## config.mk

```make
export PLATFORM = sky130hd
export DESIGN_NAME = ack_responder
export DESIGN_NICKNAME = d
export VERILOG_FILES = /design/src/rtl/ack_responder_pkg.sv /design/src/rtl/rx_field_capture.sv /design/src/rtl/ack_frame_tx.sv /design/src/rtl/sat_drop_counter.sv /design/src/rtl/ack_responder.sv
export SDC_FILE = /design/constraint.sdc
export NUM_CORES = 1
export LEC_CHECK = 0
export ABC_CLOCK_PERIOD_IN_PS = 2500
export CAP_MARGIN = 5
export CELL_PAD_IN_SITES_DETAIL_PLACEMENT = 1
export CELL_PAD_IN_SITES_GLOBAL_PLACEMENT = 1
export CORE_ASPECT_RATIO = 0.5
export CORE_MARGIN = 4
export CORE_UTILIZATION = 37
export CTS_CLUSTER_DIAMETER = 120
export DETAILED_ROUTE_END_ITERATION = 8
export GPL_TIMING_DRIVEN = 1
export PLACE_DENSITY = 0.75
export SLEW_MARGIN = 20
export SYNTH_ARGS = -nofsm -noshare
export SYNTH_HDL_FRONTEND = slang
export SYNTH_SLANG_ARGS = --single-unit
```

## constraint.sdc

```tcl
create_clock -name clk -period 2.5 [get_ports clk]
set_input_delay 0.5 -clock clk [delete_from_list [all_inputs] [get_ports clk]]
set_output_delay 0.5 -clock clk [all_outputs]
set_load 0.01 [all_outputs]
```

## src/rtl/ack_responder_pkg.sv

```systemverilog
package ack_responder_pkg;
  localparam int BYTE_W        = 8;
  localparam int FCS_BYTES     = 2;
  localparam int ACK_MAC_BYTES = 3;
  localparam int ACK_REQ_BIT   = 5;
  localparam int SEQ_INDEX     = 3;
  localparam logic [BYTE_W-1:0] ACK_FC_LO = 8'h02;
  localparam logic [BYTE_W-1:0] ACK_FC_HI = 8'h00;

  typedef enum logic [1:0] {
    ST_RX       = 2'd0,
    ST_ACK_SEND = 2'd1,
    ST_ACK_WAIT = 2'd2,
    ST_DELIVER  = 2'd3
  } resp_state_e;

  typedef struct packed {
    logic [BYTE_W-1:0] len;
    logic [BYTE_W-1:0] fc_lo;
    logic [BYTE_W-1:0] seq;
    logic [BYTE_W-1:0] lqi;
  } frame_info_t;
endpackage

```

## src/rtl/rx_field_capture.sv

```systemverilog
module rx_field_capture
  import ack_responder_pkg::*;
(
  input  logic              clk,
  input  logic              rst_n,
  input  logic              byte_fire,
  input  logic [BYTE_W-1:0] byte_in,
  input  logic              clear,
  output frame_info_t       info
);
  localparam int CNT_W = BYTE_W + 1;

  logic [CNT_W-1:0] pos_q;
  frame_info_t      info_q;

  always_ff @(posedge clk) begin
    if (!rst_n || clear) begin
      pos_q  <= '0;
      info_q <= '0;
    end else if (byte_fire) begin
      if (pos_q == '0) info_q.len <= byte_in;
      if (pos_q == CNT_W'(1)) info_q.fc_lo <= byte_in;
      if (pos_q == CNT_W'(SEQ_INDEX)) info_q.seq <= byte_in;
      if (pos_q != '0 && pos_q == ({1'b0, info_q.len} + CNT_W'(1)))
        info_q.lqi <= byte_in;
      if (pos_q != '1) pos_q <= pos_q + CNT_W'(1);
    end
  end

  assign info = info_q;

  a_r2_len_first: assert property (@(posedge clk) disable iff (!rst_n)
    (byte_fire && !clear && pos_q == '0) |=> info.len == $past(byte_in));
endmodule

```

## src/rtl/ack_frame_tx.sv

```systemverilog
module ack_frame_tx
  import ack_responder_pkg::*;
#(
  parameter int ACK_BYTES = ACK_MAC_BYTES + 1
) (
  input  logic              clk,
  input  logic              rst_n,
  input  logic              start,
  input  logic [BYTE_W-1:0] seq_in,
  output logic              out_valid,
  input  logic              out_ready,
  output logic [BYTE_W-1:0] out_data,
  output logic              out_last,
  output logic              finished
);
  localparam int IDX_W = $clog2(ACK_BYTES);
  localparam logic [BYTE_W-1:0] ACK_LEN = BYTE_W'(ACK_MAC_BYTES + FCS_BYTES);

  logic              active_q;
  logic [IDX_W-1:0]  idx_q;
  logic [BYTE_W-1:0] seq_q;

  assign out_last = active_q && (idx_q == IDX_W'(ACK_BYTES - 1));
  assign finished = out_valid && out_ready && out_last;
  assign out_valid = active_q;

  always_comb begin
    case (idx_q)
      IDX_W'(0): out_data = ACK_LEN;
      IDX_W'(1): out_data = ACK_FC_LO;
      IDX_W'(2): out_data = ACK_FC_HI;
      default:   out_data = seq_q;
    endcase
  end

  always_ff @(posedge clk) begin
    if (!rst_n) begin
      active_q <= 1'b0;
      idx_q    <= '0;
      seq_q    <= '0;
    end else if (start && !active_q) begin
      active_q <= 1'b1;
      idx_q    <= '0;
      seq_q    <= seq_in;
    end else if (active_q && out_ready) begin
      if (out_last) begin
        active_q <= 1'b0;
        idx_q    <= '0;
      end else begin
        idx_q <= idx_q + IDX_W'(1);
      end
    end
  end

  a_r4_hold_byte: assert property (@(posedge clk) disable iff (!rst_n)
    (out_valid && !out_ready) |=> (out_valid && $stable(out_data)));
  a_r3_len_byte: assert property (@(posedge clk) disable iff (!rst_n)
    $rose(out_valid) |-> out_data == ACK_LEN);
endmodule

```

## src/rtl/sat_drop_counter.sv

```systemverilog
module sat_drop_counter #(
  parameter int W = 3
) (
  input  logic         clk,
  input  logic         rst_n,
  input  logic         bump,
  output logic [W-1:0] count
);
  logic [W-1:0] cnt_q;

  always_ff @(posedge clk) begin
    if (!rst_n) cnt_q <= '0;
    else if (bump && cnt_q != '1) cnt_q <= cnt_q + W'(1);
  end

  assign count = cnt_q;

  a_r11_saturate: assert property (@(posedge clk) disable iff (!rst_n)
    (bump && count == '1) |=> count == '1);
  a_r11_step: assert property (@(posedge clk) disable iff (!rst_n)
    (bump && count != '1) |=> count == $past(count) + W'(1));
endmodule

```

## src/rtl/ack_responder.sv

```systemverilog
module ack_responder
  import ack_responder_pkg::*;
#(
  parameter int MAX_FRAME = 127,
  parameter int DROP_W    = 3
) (
  input  logic              clk,
  input  logic              rst_n,
  input  logic              rx_valid,
  output logic              rx_ready,
  input  logic [7:0]        rx_data,
  input  logic              rx_end,
  input  logic              rx_crc_ok,
  input  logic              ack_busy,
  output logic              ack_valid,
  input  logic              ack_ready,
  output logic [7:0]        ack_data,
  output logic              ack_last,
  input  logic              ack_done,
  output logic              dlv_valid,
  input  logic              dlv_ready,
  output logic [7:0]        dlv_len,
  output logic [7:0]        dlv_lqi,
  output logic [7:0]        dlv_seq,
  output logic [DROP_W-1:0] drop_cnt
);
  localparam int LEN_LIMIT = MAX_FRAME + FCS_BYTES;
  localparam int MIN_LEN   = ACK_MAC_BYTES;

  resp_state_e state_q;
  frame_info_t cur_info;
  frame_info_t held_q;
  logic        byte_fire;
  logic        frame_end;
  logic        frame_ok;
  logic        want_ack;
  logic        ack_start;
  logic        ack_finished;

  assign rx_ready  = (state_q == ST_RX) && !rx_end;
  assign byte_fire = rx_valid && rx_ready;
  assign frame_end = (state_q == ST_RX) && rx_end;

  rx_field_capture u_capture (
    .clk       (clk),
    .rst_n     (rst_n),
    .byte_fire (byte_fire),
    .byte_in   (rx_data),
    .clear     (frame_end),
    .info      (cur_info)
  );

  assign frame_ok = rx_crc_ok
                 && (int'(cur_info.len) >= MIN_LEN)
                 && (int'(cur_info.len) < LEN_LIMIT);
  assign want_ack  = cur_info.fc_lo[ACK_REQ_BIT];
  assign ack_start = frame_end && frame_ok && want_ack && !ack_busy;

  ack_frame_tx u_ack_tx (
    .clk       (clk),
    .rst_n     (rst_n),
    .start     (ack_start),
    .seq_in    (cur_info.seq),
    .out_valid (ack_valid),
    .out_ready (ack_ready),
    .out_data  (ack_data),
    .out_last  (ack_last),
    .finished  (ack_finished)
  );

  sat_drop_counter #(.W(DROP_W)) u_drops (
    .clk   (clk),
    .rst_n (rst_n),
    .bump  (rx_end && (state_q != ST_RX)),
    .count (drop_cnt)
  );

  always_ff @(posedge clk) begin
    if (!rst_n) begin
      state_q <= ST_RX;
      held_q  <= '0;
    end else begin
      case (state_q)
        ST_RX: begin
          if (frame_end && frame_ok) begin
            held_q  <= cur_info;
            state_q <= ack_start ? ST_ACK_SEND : ST_DELIVER;
          end
        end
        ST_ACK_SEND: if (ack_finished) state_q <= ST_ACK_WAIT;
        ST_ACK_WAIT: if (ack_done) state_q <= ST_DELIVER;
        default:     if (dlv_ready) state_q <= ST_RX;
      endcase
    end
  end

  assign dlv_valid = (state_q == ST_DELIVER);
  assign dlv_len   = held_q.len - 8'(FCS_BYTES);
  assign dlv_lqi   = held_q.lqi;
  assign dlv_seq   = held_q.seq;

  a_r5_exclusive: assert property (@(posedge clk) disable iff (!rst_n)
    !(ack_valid && dlv_valid));
  a_r10_dlv_hold: assert property (@(posedge clk) disable iff (!rst_n)
    (dlv_valid && !dlv_ready) |=>
      (dlv_valid && $stable(dlv_len) && $stable(dlv_lqi) && $stable(dlv_seq)));
  a_r2_stall: assert property (@(posedge clk) disable iff (!rst_n)
    (ack_valid || dlv_valid) |-> !rx_ready);
  a_r7_crc_drop: assert property (@(posedge clk) disable iff (!rst_n)
    (rx_end && state_q == ST_RX && !rx_crc_ok) |=> (!ack_valid && !dlv_valid));
endmodule

```

# After elaboration in Yosys (flattened, before gate mapping)
# Cells that the tools add are included.
[word_totals]
reg_bits = 79
latchBits = 0
mem_bits_rw = 0
mem_bits_ro = 0
in_bits = 17
word_cells = 83
mem_count = 0
[op_classes]
add_sub_neg = 5
mul = 0
div_mod_pow = 0
magnitude_cmp = 2
eq_ne = 14
shift = 0
n_mux = 11
bitwise = 1
n_reduce_logical = 37
[op_table]
columns = ["cell", "count"]
rows = [
  ["$pmux 8 s3", 1],
  ["$logic_and 1x1->1", 15],
  ["$reduce_and 2->1", 7],
  ["$mux 2", 6],
  ["$add 8x1->9 const B", 1],
  ["$add 9x1->9 const B", 1],
  ["$eq 9x1->1 const B", 1],
  ["$eq 9x2->1 const B", 1],
  ["$eq 9x9->1", 1],
  ["$logic_not 9->1", 1],
  ["$ne 9x9->1 const B", 1],
  ["$reduce_bool 9->1", 1],
  ["$eq 2x2->1 const B", 4],
  ["$ge 8x2->1 const B", 1],
  ["$lt 8x8->1 const B", 1],
  ["$sub 8x2->8 const B", 1],
  ["$pmux 2 s3", 1],
  ["$reduce_bool 2->1", 3],
  ["$eq 2x1->1 const B", 2],
  ["$logic_not 1->1", 4],
  ["$logic_not 2->1", 2],
  ["$ne 2x2->1 const B", 2],
  ["$reduce_and 4->1", 1],
  ["$reduce_bool 4->1", 1],
  ["other kinds (8)", 10],
]

# Longest topological paths before layout
# Gate-level depths: netlist of run 1.
[logic_depth]
word_depth = 9
depth_mapped = 11
ltp_nobuf = 9

# Cells and area by module
# A second synthesis of run 1 with hierarchy kept.
[unflattened]
hier_cells = 476
area_unflattened_um2 = 4137.7
[by_module_without_submodules]
columns = ["module", "n_inst", "cells_each", "area_each_um2"]
rows = [
  ["rx_field_capture", 1, 235, 1921.8],
  ["ack_responder", 1, 167, 1490.2],
  ["ack_frame_tx", 1, 59, 571.8],
  ["sat_drop_counter", 1, 15, 153.9],
]

# Worst setup path after synthesis of run 1
# Ideal clock, no wire load.
[synth_timing]
path_type = "reg2reg"
from = "register u_capture.info_q (netlist bit u_capture.info[24])"
to = "register u_capture.info_q (netlist bit u_capture.info[0])"
setup_ns = 0.072
arrival_time_ns = 2.154
setup_slack_ns = 0.274
path_stages_with_launch = 9
cell_sequence = "dfxtp_1 -> clkbuf_1 -> inv_1 -> ha_1 -> xor2_1 -> a211oi_1 -> nand4b_1 -> a2111oi_4 -> mux2i_1"
[synth_via]
elab_chain_cells = 4
[synth_rtl]
columns = ["item", "line_no", "text"]
rows = [
  ["start, declared", "rx_field_capture.sv:14", "frame_info_t info_q;"],
  ["$add 8x1->9", "rx_field_capture.sv:24", "if (pos_q != '0 && pos_q == ({1'b0, info_q.len} + CNT_W'(1)))"],
  ["$eq 9x9->1", "rx_field_capture.sv:24", ""],
  ["$logic_and 1x1->1", "rx_field_capture.sv:24", ""],
  ["$reduce_and 2->1 (no line)", "-", ""],
]
# No other way between the ends.
# A chain may end at the register's enable or synchronous reset.

# Final worst setup path of run 1
[layout_timing]
from = "register u_ack_tx.idx_q[0]"
to = "output port ack_data[1]"
[layout_via]
elab_chain_cells = 2
elab_cells_between_ends = 4
cone_classes = "2 x eq/ne; 1 x mux; 1 x reduce/logical"
[layout_rtl]
columns = ["item", "line_no", "text"]
rows = [
  ["start, declared", "ack_frame_tx.sv:20", "logic [IDX_W-1:0] idx_q;"],
  ["start signal, assigned", "ack_frame_tx.sv:50", "idx_q <= idx_q + IDX_W'(1);"],
  ["$eq 2x2->1 (tied with other cells)", "ack_frame_tx.sv:28", "case (idx_q)"],
  ["$pmux 8 s3 *", "ack_frame_tx.sv:28", ""],
  ["end, declared", "ack_responder.sv:17", "output logic [7:0] ack_data,"],
]
# Mark *: on every way between the ends. The rest lies on a longest branch, timed or not.

==> impl_results.md, run 1 <==
* VDD IR-drop max at 368 uV
* DR vias at 2959
* Metal-1 WL at 4490 um
* First-pass GRT wire length at 16200 um
* Synthesized cell area at roughly 3800 sq um
* CP max FO at 9
* Area contributors post-synth: dfxtp_1, mux2i_1, ha_1
* Crit start category: register
* TritonRoute pass-1 iters at 4
* R2r worst-path depth at 7
* Yosys warning count at 0
* PortBufs at 55
* Worst-Skew Late Latency at 330 ps
* CTS root buffer: clkbuf_16
* Cts hold-fix bufs at 0
* Layout Skew at between 10 and 15 ps
* H-tree levels at 3
* Status: finished, final reports clean
* Total of max-cap violations at 0
* Yosys top cell by area: dfxtp_1
* Flop2flop setup slack at 170 ps
* Hold Path Depth at 2
* Drt wl/cell at 16.4 um
* Slew Limit Fails at 0
* Wirelength, routed at 9780 um
* Fin nets at 492
* Final setup vio count at 0
* Final worst slack at 138 ps
* Largest net degree at the start of global routing at 37
* Die X-Extent at 152 um
* Mean Syn Cell Area at a little over 9 sq um
* Initial core utilization at 39.3%
* DR top layer: met4
* FF-to-FF Start: u_capture.info[25]
* Vias in the first global route at about 3200
* Drt first-iter violations at about 120
* Clock Sinks at 74
* Total I/O pin count at between 50 and 60
* FMAX at 423 MHz
* Crit Path Class: register to output pin
* R2R Path End: u_capture.info[6]
* Data arrival, critical path at 1860 ps
* Detailed Place HPWL at 7220 um
* Diodes inserted at 0
* Endpoints failing hold at 0
* Post-DR vias/cell at 4.96
* WL met3 at 372 um
* Period utilization at 94.5%
* Core area at 9760 sq um
* Post-synth top area share at 38.7%
* Worst setup EP type: output pin
* Ys flop type: dfxtp_1
* Row count at 25
* Die area at 12100 sq um
* Grt total ovfl at 0
* Tmin final at around 2400 ps
* Hold Path Origin: u_ack_tx.seq_q[7]
* Hold Path Sink: u_ack_tx.seq_q[7]
* Final Wtd Congestion at 0.809
* Syn Inst Count at 416
* Hold crit path type: register to register
* Die Y at 80.0 um
* Clock-pin slew on the worst setup and hold paths at 60 ps
* Seq/Total Area, Yosys at 38.7%
* CTS tree: built
* Async set or reset register ratio after synthesis at 0%
* Max clock buf depth at 2
* Setup slack at placement at about 55 ps
* Post-synth EDFFs at 0
* Antenna-violating nets left at 0
* Initial antenna violation count at 0
* PwrDens at 655 nW/um^2
* Unrepaired setup endpoints after global routing: no
* CTS buffer count at 9
* DRC viols at 0
* Setup TNS at 0 ps
* #FFs+latches synth at 74
* Layout cell share with drive strength beyond 1 at 7.79%
* Slew headroom at a little over three fifths
* FILL cells at 1133
* Met2 wire length at between 4000 and 5000 um
* Syn nets at 450
* Synthesis-to-finish area growth at 24.2%
* LEAKAGE at approximately 2 nW
* Required time of the critical path at 2000 ps
* Distinct cell type count after synthesis at 48
* Worst slew pin tran at 563 ps
* Aggregate global-route resource usage at 16.8%
[cells in the final DEF, fill, tap and decap left out, drive strengths merged, types with 13 or more instances in the layout]
master and n:
dfxtp 74, mux2i 63, clkdlybuf4s50 54, nand2 51, nor2 35, nor2b 26, inv 18, ha 17
buf 15, xor2 13
[metal layers]
metal  up-vias  GRT usage (%)
met5         -              0
met4         0           6.82
met3        16           4.44
met2        50           28.8
met1      1439           20.2
li1       1454              -
[how the worst max path moves through the flow]
stage	startpoint	endpoint
floorplan	u_capture.info[24]	u_capture.info[0]
global placement	rx_end	state_q[1]
detailed placement	rx_end	state_q[1]
CTS	held_q[25]	dlv_len[7]
global route	u_ack_tx.idx_q[0]	ack_data[1]
finish	u_ack_tx.idx_q[0]	ack_data[1]
[where the power goes]
| part | internal [mW] | leakage [nW] | switching (mW) |
|---|---|---|---|
| sequential | 1.22 | 0.597 | 0.0551 |
| clock | 0.765 | 0.138 | 0.486 |
| combinational | 0.275 | 1.28 | 0.318 |
| total | 2.26 | 2.01 | 0.860 |
[worst max-delay path, stage by stage (launching register included)]
cell,delay [ps]
dfxtp_1,490
ha_4,220
mux2_2,340
clkdlybuf4s50_1,480
[synth_stat cells (all sizes together), types with 2 or more instances]
cell     n
dfxtp   74
mux2i   63
nand2   51
nor2    35
nor2b   26
buf     24
inv     18
ha      17
clkbuf  15
xor2    13
and2    10
nand3   10
xnor2    9
nor3     6
nand4    4
nor3b    4
nor4     4
a31oi    3
a21boi   2
and3     2
nand3b   2
o21ai    2
o311ai   2
[logic make-up (layout without fill, tap and decap cells)]
family,after synthesis,after routing,share of synthesized area [%]
AOI/OAI and AO/OA,22,22,4.93
xor gates and xnor gates,23,23,5.65
adders and majority gates,17,17,5.55
buffers and inverters,57,103,7.61
DFF,74,74,38.7
muxes,64,64,16.8
and+or+nand+nor,159,159,20.8
[state kept, by name, summed over array words and instances (netlist names)]
signal / cells
u_capture.info: 25
u_ack_tx.idx_q: 2
dlv_lqi: 8
u_ack_tx.seq_q: 8
u_capture.pos_q: 9
u_ack_tx.out_valid: 1
state_q: 2
dlv_seq: 8
u_drops.count: 3
held_q: 8
[metrics by stage]
| step | hold WS (ps) | util (%) | area (sq um) | power, mW | instances |
|---|---|---|---|---|---|
| after floorplan | 430 | - | 3830 | 1.67 | 416 |
| after global placement | 447 | 45.6 | 4450 | 1.87 | 582 |
| after detailed placement | 456 | 45.6 | 4450 | 1.89 | 582 |
| after CTS | 465 | 48.6 | 4740 | 3.15 | 597 |
| after global routing | 486 | 48.8 | 4760 | 3.28 | 597 |
| final | 459 | 48.8 | 4760 | 3.12 | 597 |
[repair_timing]
action                                  CTS  global route
endpoints found under the setup margin    1             2
resized for setup                         1             3
setup buffers                             0             0
[area by class of cell]
class	instances	area (sq um)	share of cell area, %
clock buffers	10	229	4.81
well taps	135	169	3.55
multi-input cells	285	2080	43.6
flip-flops and latches	74	1480	31.1
clock inverters	5	56.3	1.18
repair buffers	70	678	14.3
inverters	18	67.6	1.42
Power figures use the tool's default switching activity.
==> run 2: changes to the inputs <==
--- a/config.mk
+++ b/config.mk
@@ -16,6 +16,7 @@
 export DETAILED_ROUTE_END_ITERATION = 8
 export GPL_TIMING_DRIVEN = 1
 export PLACE_DENSITY = 0.75
+export RECOVER_POWER = 25
 export SLEW_MARGIN = 20
 export SYNTH_ARGS = -nofsm -noshare
 export SYNTH_HDL_FRONTEND = slang
==> impl_results.md, run 2 (synthesis gave the netlist of run 1 again) <==
* Status: finished, final reports clean (unchanged)
* Worst slew pin tran at 651 ps (was 563 ps)
* Clock Power Share at 40.3% (was 40.2%)
* Design area at 4750 sq um (was 4760 sq um)
* Vias in the first global route at 3185 (unchanged)
* H-tree levels at 3 (unchanged)
* Core area at 9760 sq um (unchanged)
* Period utilization at 94.6% (was 94.5%)
* Clock Sinks at 74 (unchanged)
* Worst setup EP type: output pin (unchanged)
* FMAX at 423 MHz (about the same)
* Max reg flops at 25 (unchanged)
* CTS tree: built (unchanged)
* Die area at 12100 sq um (unchanged)
* Final setup vio count at 0 (unchanged)
* Initial core utilization at 39.3% (unchanged)
* Die X-Extent at 152 um (unchanged)
* Largest net degree at the start of global routing at 37 (unchanged)
* Aggregate global-route resource usage at 16.8% (unchanged)
* Total of max-cap violations at 0 (unchanged)
* Synthesis-to-finish area growth at 23.9% (was 24.2%)
* PwrDens at 654 nW/um^2 (was 655 nW/um^2)
* CTS root buffer: clkbuf_16 (unchanged)
* TritonRoute pass-1 iters at 4 (unchanged)
* VDD IR-drop max at 371 uV (was 368 uV)
* Most common cell after layout, fill and taps aside: dfxtp_1 (unchanged)
* Drt first-iter violations at 91 (was 116)
* Max clock buf depth at 2 (unchanged)
* Detailed Place HPWL at 7220 um (unchanged)
* Layout cell share with drive strength beyond 1 at 7.14% (was 7.79%)
* Row count at 25 (unchanged)
* Hold WS at 459 ps (about the same)
* CTS buffer count at 9 (unchanged)
* Dpl cell area at 4450 sq um (unchanged)
* Clock-pin slew on the worst setup and hold paths at 60 ps (about the same)
* Antenna-violating nets left at 0 (unchanged)
* Wirelength, routed at 9770 um (was 9780 um)
* DRC viols at 0 (unchanged)
* Reg power frac at 40.9% (was 40.8%)
* P_int at 2.25 mW (was 2.26 mW)
* Data arrival, critical path at 1860 ps (about the same)
* PortBufs at 55 (unchanged)
* Hold crit path type: register to register (unchanged)
* Gate power share at 18.8% (was 19.0%)
* First-pass GRT wire length at 16200 um (unchanged)
* Switch share at 27.6% (about the same)
* Setup TNS at 0 ps (unchanged)
* CP max FO at 9 (unchanged)
* FILL cells at 1137 (was 1133)
* Crit start category: register (unchanged)
* Worst-Skew Late Latency at 330 ps (about the same)
* Final core occ at 48.6% (was 48.8%)
* Diodes inserted at 0 (unchanged)
* Drt wl/cell at 16.4 um (about the same)
* Layout Skew at 10.3 ps (was 10.8 ps)
* Required time of the critical path at 2000 ps (about the same)
* Post-CTS Setup Repair Bufs at 0 (unchanged)
* Grt total ovfl at 0 (unchanged)
* LEAKAGE at 2.07 nW (was 2.01 nW)
* DR vias at 2958 (was 2959)
* Post-DR vias/cell at 4.95 (was 4.96)
* Slew Limit Fails at 0 (unchanged)
* Endpoints failing hold at 0 (unchanged)
* Slew headroom at 56.6% (was 62.4%)
* Unrepaired setup endpoints after global routing: no (unchanged)
* Most frequent cells in the layout: dfxtp_1, mux2i_1, nand2_1 (was dfxtp_1, mux2i_1, clkdlybuf4s50_1)
* Die Y at 80.0 um (unchanged)
* Total power at 3.10 mW (was 3.12 mW)
* Cts hold-fix bufs at 0 (unchanged)
* Initial antenna violation count at 0 (unchanged)
* Tmin final at 2360 ps (about the same)
* Crit Path Class: register to output pin (unchanged)
* Psw at 858 uW (was 860 uW)
* Total I/O pin count at 56 (unchanged)
* Final Wtd Congestion at 0.809 (unchanged)
* Fin nets at 492 (unchanged)
run 2: per-layer routing:
layer / wire, um / GRT usage (%)
met1: 4450 / 20.2
met2: 4750 / 28.8
met3: 361 / 4.44
met4: 204 / 6.82
met5: 0 / 0
run 2: final cells by class:
cell class / count / area [sq um] / share of cell area, %
multi-input cells: 285 / 2080 / 43.8
clock inverters: 5 / 56.3 / 1.19
flip-flops and latches: 74 / 1480 / 31.2
repair buffers: 70 / 667 / 14.0
inverters: 18 / 67.6 / 1.42
well taps: 135 / 169 / 3.56
clock buffers: 10 / 229 / 4.82
run 2: stage by stage:
| step | setup WS [ps] | std cells |
|---|---|---|
| after detailed placement | 55.5 | 582 |
| final | 135 | 597 |
| after global routing | 55.5 | 597 |
| after global placement | 155 | 582 |
| after CTS | 13.3 | 597 |
| after floorplan | 274 | 416 |
run 2: power by group through the flow:
| stage | Combinational (mW) | Clock (mW) | Sequential [mW] |
|---|---|---|---|
| detailed placement | 0.593 | 0 | 1.30 |
| global route | 0.645 | 1.35 | 1.28 |
| global placement | 0.573 | 0 | 1.29 |
| floorplan | 0.393 | 0 | 1.27 |
| finish | 0.582 | 1.25 | 1.27 |
| CTS | 0.600 | 1.28 | 1.27 |
run 2: final timing paths:
kind,from,end,slack [ps],cells past startpoint
worst max-delay path,u_ack_tx.idx_q[0],ack_data[1],140,3
worst min-delay path,u_ack_tx.seq_q[7],u_ack_tx.seq_q[7],460,2
worst max register to register,u_capture.info[25],u_capture.info[6],190,7
worst min register to register,u_ack_tx.seq_q[7],u_ack_tx.seq_q[7],460,2
run 2: timing repair:
item	in CTS	in global routing
pin swaps	0	0
endpoints found under the setup margin	1	2
resized for setup	1	3
run 2: worst max-delay path: stages, from the launching register on:
cell and delay, ps:
dfxtp_1 490, ha_4 220, mux2_2 340, clkdlybuf4s50_1 480
